$ cat src/rtl/ccp_pkg.sv
package ccp_pkg;
  localparam int DATA_W  = 16;
  localparam int BYTE_W  = 8;
  localparam int MODE_W  = 4;
  localparam int FINE_W  = 2;
  localparam int PER_W   = 8;
  localparam int ADDR_W  = 2;
  localparam int CTRL_W  = 6;
  localparam int DUTY_W  = PER_W + FINE_W;
  localparam int PRES_W  = 4;

  localparam logic [ADDR_W-1:0] ADDR_CTRL = 2'd0;
  localparam logic [ADDR_W-1:0] ADDR_LOW  = 2'd1;
  localparam logic [ADDR_W-1:0] ADDR_HIGH = 2'd2;

  localparam logic [MODE_W-1:0] M_OFF     = 4'b0000;
  localparam logic [MODE_W-1:0] M_CAP_FALL = 4'b0100;
  localparam logic [MODE_W-1:0] M_CAP_RISE = 4'b0101;
  localparam logic [MODE_W-1:0] M_CAP_4   = 4'b0110;
  localparam logic [MODE_W-1:0] M_CAP_16  = 4'b0111;
  localparam logic [MODE_W-1:0] M_CMP_SET = 4'b1000;
  localparam logic [MODE_W-1:0] M_CMP_CLR = 4'b1001;
  localparam logic [MODE_W-1:0] M_CMP_FLAG = 4'b1010;
  localparam logic [MODE_W-1:0] M_CMP_EVT = 4'b1011;

  typedef struct packed {
    logic capture;
    logic matchEvt;
    logic setPin;
    logic clrPin;
    logic fireEvent;
    logic offClear;
    logic wrLow;
    logic wrHigh;
  } ccp_strobe_t;

  function automatic logic isCompare(input logic [MODE_W-1:0] m);
    return m[3:2] == 2'b10;
  endfunction

  function automatic logic isPwm(input logic [MODE_W-1:0] m);
    return m[3:2] == 2'b11;
  endfunction
endpackage

$ cat src/rtl/ccp_ctrl.sv
module ccp_ctrl
  import ccp_pkg::*;
(
  input  logic                clk,
  input  logic                rstN,
  input  logic                wrEn,
  input  logic [ADDR_W-1:0]   wrAddr,
  input  logic [CTRL_W-1:0]   ctrlWrData,
  input  logic                capIn,
  input  logic [DATA_W-1:0]   timerCount,
  input  logic [DATA_W-1:0]   dataReg,
  output logic [CTRL_W-1:0]   ctrlReg,
  output ccp_strobe_t         strb
);
  logic [MODE_W-1:0] mode;
  logic              wrCtrl;
  logic              modeChange;
  logic              capPrev;
  logic              riseSeen;
  logic              fallSeen;
  logic [PRES_W-1:0] presCnt;
  logic [PRES_W-1:0] presLimit;
  logic              prescaled;
  logic              capHit;
  logic              match;
  logic              matchPrev;
  logic              matchEvt;

  assign mode       = ctrlReg[MODE_W-1:0];
  assign wrCtrl     = wrEn && (wrAddr == ADDR_CTRL);
  assign modeChange = wrCtrl && (ctrlWrData[MODE_W-1:0] != mode);
  assign riseSeen   = capIn && !capPrev;
  assign fallSeen   = !capIn && capPrev;
  assign prescaled  = (mode == M_CAP_4) || (mode == M_CAP_16);
  assign presLimit  = (mode == M_CAP_4) ? PRES_W'(3) : PRES_W'(15);

  always_comb begin
    case (mode)
      M_CAP_FALL: capHit = fallSeen;
      M_CAP_RISE: capHit = riseSeen;
      M_CAP_4,
      M_CAP_16:   capHit = riseSeen && (presCnt == presLimit);
      default:    capHit = 1'b0;
    endcase
  end

  assign match    = isCompare(mode) && (timerCount == dataReg);
  assign matchEvt = match && !matchPrev;

  always_ff @(posedge clk) begin
    if (!rstN) begin
      ctrlReg   <= '0;
      capPrev   <= 1'b0;
      presCnt   <= '0;
      matchPrev <= 1'b0;
    end else begin
      capPrev   <= capIn;
      matchPrev <= match;
      if (wrCtrl) ctrlReg <= ctrlWrData;
      if (mode == M_OFF || modeChange)
        presCnt <= '0;
      else if (prescaled && riseSeen)
        presCnt <= (presCnt == presLimit) ? '0 : presCnt + PRES_W'(1);
    end
  end

  always_comb begin
    strb           = '0;
    strb.capture   = capHit;
    strb.matchEvt  = matchEvt;
    strb.setPin    = matchEvt && (mode == M_CMP_SET);
    strb.clrPin    = matchEvt && (mode == M_CMP_CLR);
    strb.fireEvent = matchEvt && (mode == M_CMP_EVT);
    strb.offClear  = (mode == M_OFF);
    strb.wrLow     = wrEn && (wrAddr == ADDR_LOW);
    strb.wrHigh    = wrEn && (wrAddr == ADDR_HIGH);
  end

  // a mode change restarts the prescaler
  a_r11_pres_restart: assert property (@(posedge clk) disable iff (!rstN)
    modeChange |=> presCnt == '0);
  // the every-4th count never passes its limit
  a_r5_pres_bound: assert property (@(posedge clk) disable iff (!rstN)
    (mode == M_CAP_4) |-> presCnt < PRES_W'(4));
  // a match start fires once per equality run
  a_r6_single_match: assert property (@(posedge clk) disable iff (!rstN)
    strb.matchEvt |=> !strb.matchEvt);
endmodule

$ cat src/rtl/ccp_datapath.sv
module ccp_datapath
  import ccp_pkg::*;
(
  input  logic                clk,
  input  logic                rstN,
  input  ccp_strobe_t         strb,
  input  logic [CTRL_W-1:0]   ctrlReg,
  input  logic [BYTE_W-1:0]   wrData,
  input  logic [DATA_W-1:0]   timerCount,
  input  logic [PER_W-1:0]    periodCount,
  input  logic                periodRestart,
  input  logic                intClear,
  input  logic [ADDR_W-1:0]   rdAddr,
  output logic [BYTE_W-1:0]   rdData,
  output logic [DATA_W-1:0]   dataReg,
  output logic                pinOut,
  output logic                intFlag,
  output logic                specialEvent
);
  localparam int LSB_W = CTRL_W - MODE_W;

  logic [MODE_W-1:0] mode;
  logic [LSB_W-1:0]  dutyLsb;
  logic              pinLatch;
  logic [FINE_W-1:0] fine;
  logic [DUTY_W-1:0] shadow;
  logic [DUTY_W-1:0] extCount;
  logic              pwmHigh;

  assign mode     = ctrlReg[MODE_W-1:0];
  assign dutyLsb  = ctrlReg[CTRL_W-1:MODE_W];
  assign extCount = {periodCount, fine};
  assign pwmHigh  = extCount < shadow;

  always_ff @(posedge clk) begin
    if (!rstN) begin
      dataReg      <= '0;
      intFlag      <= 1'b0;
      pinLatch     <= 1'b0;
      specialEvent <= 1'b0;
      fine         <= '0;
      shadow       <= '0;
    end else begin
      if (strb.capture)
        dataReg <= timerCount;
      else begin
        if (strb.wrLow)  dataReg[BYTE_W-1:0]      <= wrData;
        if (strb.wrHigh) dataReg[DATA_W-1:BYTE_W] <= wrData;
      end

      if (strb.capture || strb.matchEvt) intFlag <= 1'b1;
      else if (intClear)                 intFlag <= 1'b0;

      if (strb.offClear)    pinLatch <= 1'b0;
      else if (strb.setPin) pinLatch <= 1'b1;
      else if (strb.clrPin) pinLatch <= 1'b0;

      specialEvent <= strb.fireEvent;

      fine <= periodRestart ? '0 : fine + FINE_W'(1);

      if (strb.offClear)   shadow <= '0;
      else if (periodRestart) shadow <= {dataReg[BYTE_W-1:0], dutyLsb};
    end
  end

  always_comb begin
    if (isPwm(mode))          pinOut = pwmHigh;
    else if (isCompare(mode)) pinOut = pinLatch;
    else                      pinOut = 1'b0;
  end

  always_comb begin
    case (rdAddr)
      ADDR_CTRL: rdData = {{(BYTE_W-CTRL_W){1'b0}}, ctrlReg};
      ADDR_LOW:  rdData = dataReg[BYTE_W-1:0];
      ADDR_HIGH: rdData = dataReg[DATA_W-1:BYTE_W];
      default:   rdData = '0;
    endcase
  end

  // a capture stores the timer sampled at that edge
  a_r4_capture_loads: assert property (@(posedge clk) disable iff (!rstN)
    strb.capture |=> dataReg == $past(timerCount));
  // a set event always leaves the flag high
  a_r12_set_wins: assert property (@(posedge clk) disable iff (!rstN)
    (strb.capture || strb.matchEvt) |=> intFlag);
  // the duty shadow only moves on a restart or while off
  a_r10_shadow_hold: assert property (@(posedge clk) disable iff (!rstN)
    (!periodRestart && !strb.offClear) |=> $stable(shadow));
  // with no set or clear the pin state is kept
  a_r7_pin_hold: assert property (@(posedge clk) disable iff (!rstN)
    (!strb.setPin && !strb.clrPin && !strb.offClear) |=> $stable(pinLatch));
  // the timer reset pulse lasts one cycle
  a_r8_event_one_cycle: assert property (@(posedge clk) disable iff (!rstN)
    specialEvent |=> !specialEvent);
  // off mode keeps the pin low
  a_r3_off_pin_low: assert property (@(posedge clk) disable iff (!rstN)
    (mode == M_OFF) |-> !pinOut);
endmodule

$ cat src/rtl/ccp_unit.sv
module ccp_unit
  import ccp_pkg::*;
(
  input  logic                clk,
  input  logic                rstN,
  input  logic                wrEn,
  input  logic [ADDR_W-1:0]   wrAddr,
  input  logic [BYTE_W-1:0]   wrData,
  input  logic [ADDR_W-1:0]   rdAddr,
  output logic [BYTE_W-1:0]   rdData,
  input  logic                capIn,
  input  logic [DATA_W-1:0]   timerCount,
  input  logic [PER_W-1:0]    periodCount,
  input  logic                periodRestart,
  input  logic                intClear,
  output logic                pinOut,
  output logic                intFlag,
  output logic                specialEvent
);
  ccp_strobe_t       strb;
  logic [CTRL_W-1:0] ctrlReg;
  logic [DATA_W-1:0] dataReg;

  ccp_ctrl ctrl_i (
    .clk        (clk),
    .rstN       (rstN),
    .wrEn       (wrEn),
    .wrAddr     (wrAddr),
    .ctrlWrData (wrData[CTRL_W-1:0]),
    .capIn      (capIn),
    .timerCount (timerCount),
    .dataReg    (dataReg),
    .ctrlReg    (ctrlReg),
    .strb       (strb)
  );

  ccp_datapath dp_i (
    .clk           (clk),
    .rstN          (rstN),
    .strb          (strb),
    .ctrlReg       (ctrlReg),
    .wrData        (wrData),
    .timerCount    (timerCount),
    .periodCount   (periodCount),
    .periodRestart (periodRestart),
    .intClear      (intClear),
    .rdAddr        (rdAddr),
    .rdData        (rdData),
    .dataReg       (dataReg),
    .pinOut        (pinOut),
    .intFlag       (intFlag),
    .specialEvent  (specialEvent)
  );
endmodule

$ cat config.mk
export PLATFORM = sky130hd
export DESIGN_NAME = ccp_unit
export DESIGN_NICKNAME = d
export VERILOG_FILES = /design/src/rtl/ccp_pkg.sv /design/src/rtl/ccp_ctrl.sv /design/src/rtl/ccp_datapath.sv /design/src/rtl/ccp_unit.sv
export SDC_FILE = /design/constraint.sdc
export NUM_CORES = 1
export LEC_CHECK = 0
export CAP_MARGIN = 40
export CORE_MARGIN = 5
export CORE_UTILIZATION = 42
export CTS_BUF_LIST = sky130_fd_sc_hd__clkbuf_8
export CTS_CLUSTER_DIAMETER = 60
export CTS_CLUSTER_SIZE = 16
export DETAILED_ROUTE_END_ITERATION = 12
export HOLD_SLACK_MARGIN = 0.12
export PLACE_DENSITY = 0.7
export SKIP_CTS_REPAIR_TIMING = 1
export SLEW_MARGIN = 20
export SYNTH_ARGS = -nofsm -noshare
export SYNTH_HDL_FRONTEND = slang
export SYNTH_SLANG_ARGS = --single-unit
$ cat constraint.sdc
create_clock -name clk -period 1.5 [get_ports clk]
set_input_delay 0.3 -clock clk [delete_from_list [all_inputs] [get_ports clk]]
set_output_delay 0.3 -clock clk [all_outputs]
set_load 0.005 [all_outputs]
==> impl_metrics.prom <==
# TYPE chip_impl_metric gauge
chip_impl_metric{name="htree_levels",unit=""} 2
chip_impl_metric{name="number_of_max_cap_violations",unit=""} 0
chip_impl_metric{name="peakVddDrop",unit="uV"} 373
chip_impl_metric{name="cts-buffers-inserted",unit=""} 5
chip_impl_metric{name="viasPerCell",unit=""} 5.22
chip_impl_metric{name="p_sw",unit="uW"} 664
chip_impl_info{name="worstHoldPathType",value="primary input to register"} 1
chip_impl_metric{name="fill_cell_total_of_the_finished_layout",unit=""} 457
chip_impl_metric{name="area.growth.synth_to_final",unit="%"} 59.4
chip_impl_metric{name="switching_share",unit=""} 0.269
chip_impl_metric{name="coreArea",unit="sq mm"} 0.00596
chip_impl_metric{name="netlist_area",unit="sq mm"} 0.00260
chip_impl_info{name="cts_tree",value="built"} 1
chip_impl_metric{name="p_leak",unit="uW"} 0.00210
chip_impl_metric{name="pwr_density_cell",unit="mW/mm^2"} 595
chip_impl_metric{name="dpl_worst_slack",unit="ns"} -0.887
chip_impl_metric{name="clock_insertion_delay_worst_skew",unit="ns"} 0.30
chip_impl_metric{name="post-route-drc-count",unit=""} 0
chip_impl_metric{name="report.final.hold_viol_count",unit=""} 0
chip_impl_metric{name="setup_violations",unit=""} 20
chip_impl_metric{name="routabilityCongestion",unit=""} 0.913
chip_impl_metric{name="cp.buffers_inverters",unit=""} 2
chip_impl_info{name="startpoint_type_of_the_worst_setup_path",value="register"} 1
chip_impl_metric{name="synth_area_per_cell",unit="sq um"} 9.32
chip_impl_metric{name="finish.utilization",unit=""} 0.696
chip_impl_metric{name="grt_antenna_before_repair",unit=""} 0
chip_impl_metric{name="synth_fp_nets",unit=""} 331
chip_impl_info{name="cpLargestDelayFamily",value="compound AO/OA/AOI/OAI gates"} 1
chip_impl_metric{name="synthDistinctLibCells",unit=""} 42
chip_impl_metric{name="timing.critical_path.slowest_cell_delay",unit="ns"} 0.34
chip_impl_info{name="synth.top_cells.by_area",value="dfxtp_1, mux2i_1, o211a_1"} 1
chip_impl_metric{name="initialDrtViolationCount",unit=""} 109
chip_impl_info{name="mostFrequentLayoutCell",value="buf_4"} 1
chip_impl_metric{name="ys_async_sr_fraction",unit=""} 0
chip_impl_metric{name="worstPathMaxFanout",unit=""} 2
chip_impl_metric{name="die-area",unit="sq mm"} 0.00786
chip_impl_metric{name="via_count_of_the_first_global_routing_pass",unit=""} 2458
chip_impl_metric{name="placement.cell_area",unit="sq mm"} 0.00366
chip_impl_metric{name="wire_length_of_the_first_global_routing_pass",unit="mm"} 11.4
chip_impl_metric{name="initial_standard_cell_utilization_of_the_core",unit=""} 0.437
chip_impl_metric{name="final_net_count",unit=""} 450
chip_impl_metric{name="cp_data_arrival_time",unit="ns"} 1.69
chip_impl_metric{name="fp.dieW",unit="um"} 88.7
chip_impl_metric{name="number_of_enable_flip_flop_cells_after_synthesis",unit=""} 0
chip_impl_metric{name="timing.final.max_slew_violations",unit=""} 0
chip_impl_metric{name="total_neg_setup_slack",unit="ns"} -4.38
chip_impl_metric{name="synth.ff_latch_count",unit=""} 43
chip_impl_metric{name="dieHeight",unit="um"} 88.7
chip_impl_metric{name="hold_slack",unit="ns"} 0.283
chip_impl_metric{name="cts_num_sinks",unit=""} 43
chip_impl_metric{name="grt_overflow",unit=""} 0
chip_impl_metric{name="clock-skew-final",unit="ns"} 0.00809
chip_impl_metric{name="route.vias.total",unit=""} 2462
chip_impl_metric{name="pwr-share-comb",unit=""} 0.234
chip_impl_metric{name="rows",unit=""} 28
chip_impl_metric{name="cp.required",unit="ns"} 1.20
chip_impl_metric{name="synth_seq_area_share",unit=""} 0.331
chip_impl_metric{name="remaining_antenna_violation_count",unit=""} 0
chip_impl_metric{name="post-synth-top-area-fraction",unit=""} 0.331
chip_impl_info{name="outcome",value="complete, but fails checks"} 1
chip_impl_metric{name="max_buffers_root_to_sink",unit=""} 2
chip_impl_metric{name="fmaxAchievable",unit="MHz"} 502
chip_impl_metric{name="detail_route.wl_per_cell",unit="um"} 16.4
chip_impl_info{name="grt_setup_unrepaired",value="yes"} 1
chip_impl_metric{name="internal_power",unit="uW"} 1800
chip_impl_metric{name="grt_max_degree",unit=""} 23
chip_impl_metric{name="syn_inst",unit=""} 279
chip_impl_metric{name="final_cell_area",unit="sq mm"} 0.00415
chip_impl_metric{name="share_clk_of_total_power",unit=""} 0.283
chip_impl_metric{name="aggregate_routed_wire_length",unit="mm"} 7.73
chip_impl_metric{name="ioPinCount",unit=""} 53
chip_impl_metric{name="share_of_layout_cells_above_drive_strength_1",unit=""} 0.385
chip_impl_metric{name="final_min_period_over_clock_period",unit=""} 1.33
chip_impl_info{name="critical-path-top-cell-by-count",value="a21o_1"} 1
chip_impl_metric{name="place.port_buffers",unit=""} 52
chip_impl_metric{name="synth-warning-count",unit=""} 0
chip_impl_info{name="path_class",value="register to output pin"} 1
chip_impl_metric{name="worst_max_slew_pin_slew",unit="ns"} 0.305
chip_impl_metric{name="antenna-diode-count",unit=""} 0
chip_impl_info{name="failing_checks",value="negative setup slack"} 1
chip_impl_info{name="synth_top_flop_cell",value="dfxtp_1"} 1
chip_impl_metric{name="grt_util_all_layers",unit=""} 0.189
chip_impl_metric{name="p_seq_frac",unit=""} 0.483
chip_impl_info{name="worst_setup_path_end_kind",value="output pin"} 1
chip_impl_info{name="path_cells",value="inv_2 > ha_4 > a21o_1 > a21o_1 > a211o_1 > a21oi_2 > clkbuf_2"} 1
chip_impl_metric{name="dpl.hpwl",unit="mm"} 5.58
chip_impl_metric{name="timing.final.crit_period",unit="ns"} 1.99
chip_impl_metric{name="timing.final.ws_setup",unit="ns"} -0.492
chip_impl_metric{name="cts_clk_pin_slew_worst_paths",unit="ns"} 0.08
chip_impl_info{name="crit_slowest_cell",value="dfxtp_2"} 1
chip_impl_info{name="master_cell_of_the_clock_root_buffer",value="clkbuf_8"} 1
chip_impl_info{name="mostFrequentLayoutCells",value="buf_4, mux2i_1, dfxtp_1"} 1
chip_impl_info{name="synth.largest_area_cell",value="dfxtp_1"} 1
chip_impl_metric{name="detailedRoute.firstPassIterationCount",unit=""} 4
chip_impl_metric{name="relSlewSlack",unit=""} 0.795
-- sequential cells by signal, indices dropped and copies added (netlist names) --
| name | count |
|---|---|
| ctrl_i.capPrev | 1 |
| ctrl_i.matchPrev | 1 |
| dp_i.specialEvent | 1 |
| dp_i.pinLatch | 1 |
| dp_i.intFlag | 1 |
| dp_i.shadow | 10 |
| dp_i.dataReg | 16 |
| ctrl_i.presCnt | 4 |
| dp_i.fine | 2 |
| ctrl_i.ctrlReg | 6 |
-- power by group through the flow --
stage               Combinational, uW  Sequential [uW]  Clock, uW
CTS                               520             1190        704
finish                            579             1190        698
global placement                  511             1220          0
global route                      624             1190        764
detailed placement                516             1220          0
floorplan                         224             1210          0
-- worst paths after layout --
path / start / endpoint / slack, ns / cells after the start
worst max-delay path: dp_i.shadow[1] / pinOut / -0.49 / 7
worst min-delay path: timerCount[13] / dp_i.dataReg[13] / 0.28 / 2
worst max register to register: dp_i.dataReg[1] / dp_i.pinLatch / -0.27 / 5
worst min register to register: dp_i.shadow[2] / dp_i.shadow[2] / 0.50 / 2
-- metrics by stage --
step	power (uW)	std cells
global route	2580	472
CTS	2410	460
detailed placement	1730	454
finish	2470	472
global placement	1730	454
floorplan	1440	279
-- logic make-up after synthesis --
kind of cell / after synthesis / synth area share
AOI/OAI and AO/OA: 45 / 0.141
adders and majority gates: 10 / 0.0481
xor gates and xnor gates: 21 / 0.0707
muxes: 41 / 0.163
buffers and inverters: 28 / 0.0558
DFF: 43 / 0.331
and+or+nand+nor: 91 / 0.191
-- layer usage --
layer  global-route usage  routed length (um)
met5                    0                   0
met4               0.0687                 174
met3               0.0466                 434
met2                0.308                3770
met1                0.243                3350
-- synthesized netlist by cell type (3+ instances only) --
master,number
nand2b_1,3
a21oi_1,7
mux2i_1,39
nand3_1,6
nor2_1,19
o21ai_0,7
nor4_2,3
nor2b_1,11
o211a_1,16
a22o_1,3
buf_6,4
nor3_1,6
ha_1,10
nand2_1,25
nand2_2,4
a21o_1,4
inv_1,11
dfxtp_1,43
nand4_1,3
xor2_1,11
xnor2_1,10
clkbuf_1,7
-- worst reg2reg max path, delay by kind of cell (launching register included) --
kind	cells	cell delay, ns
xor gates and xnor gates	1	0.15
DFF	1	0.36
muxes	1	0.33
and+or+nand+nor	3	0.82
-- area by class of cell --
cell class / instances / area, sq um / area share
flip-flops and latches: 43 / 882 / 0.213
multi-input cells: 208 / 1840 / 0.445
well taps: 75 / 93.8 / 0.0226
repair buffers: 129 / 1210 / 0.292
inverters: 11 / 41.3 / 0.00996
clock inverters: 1 / 3.75 / 0.000906
clock buffers: 5 / 68.8 / 0.0166
(Power assumes the default switching activity.)
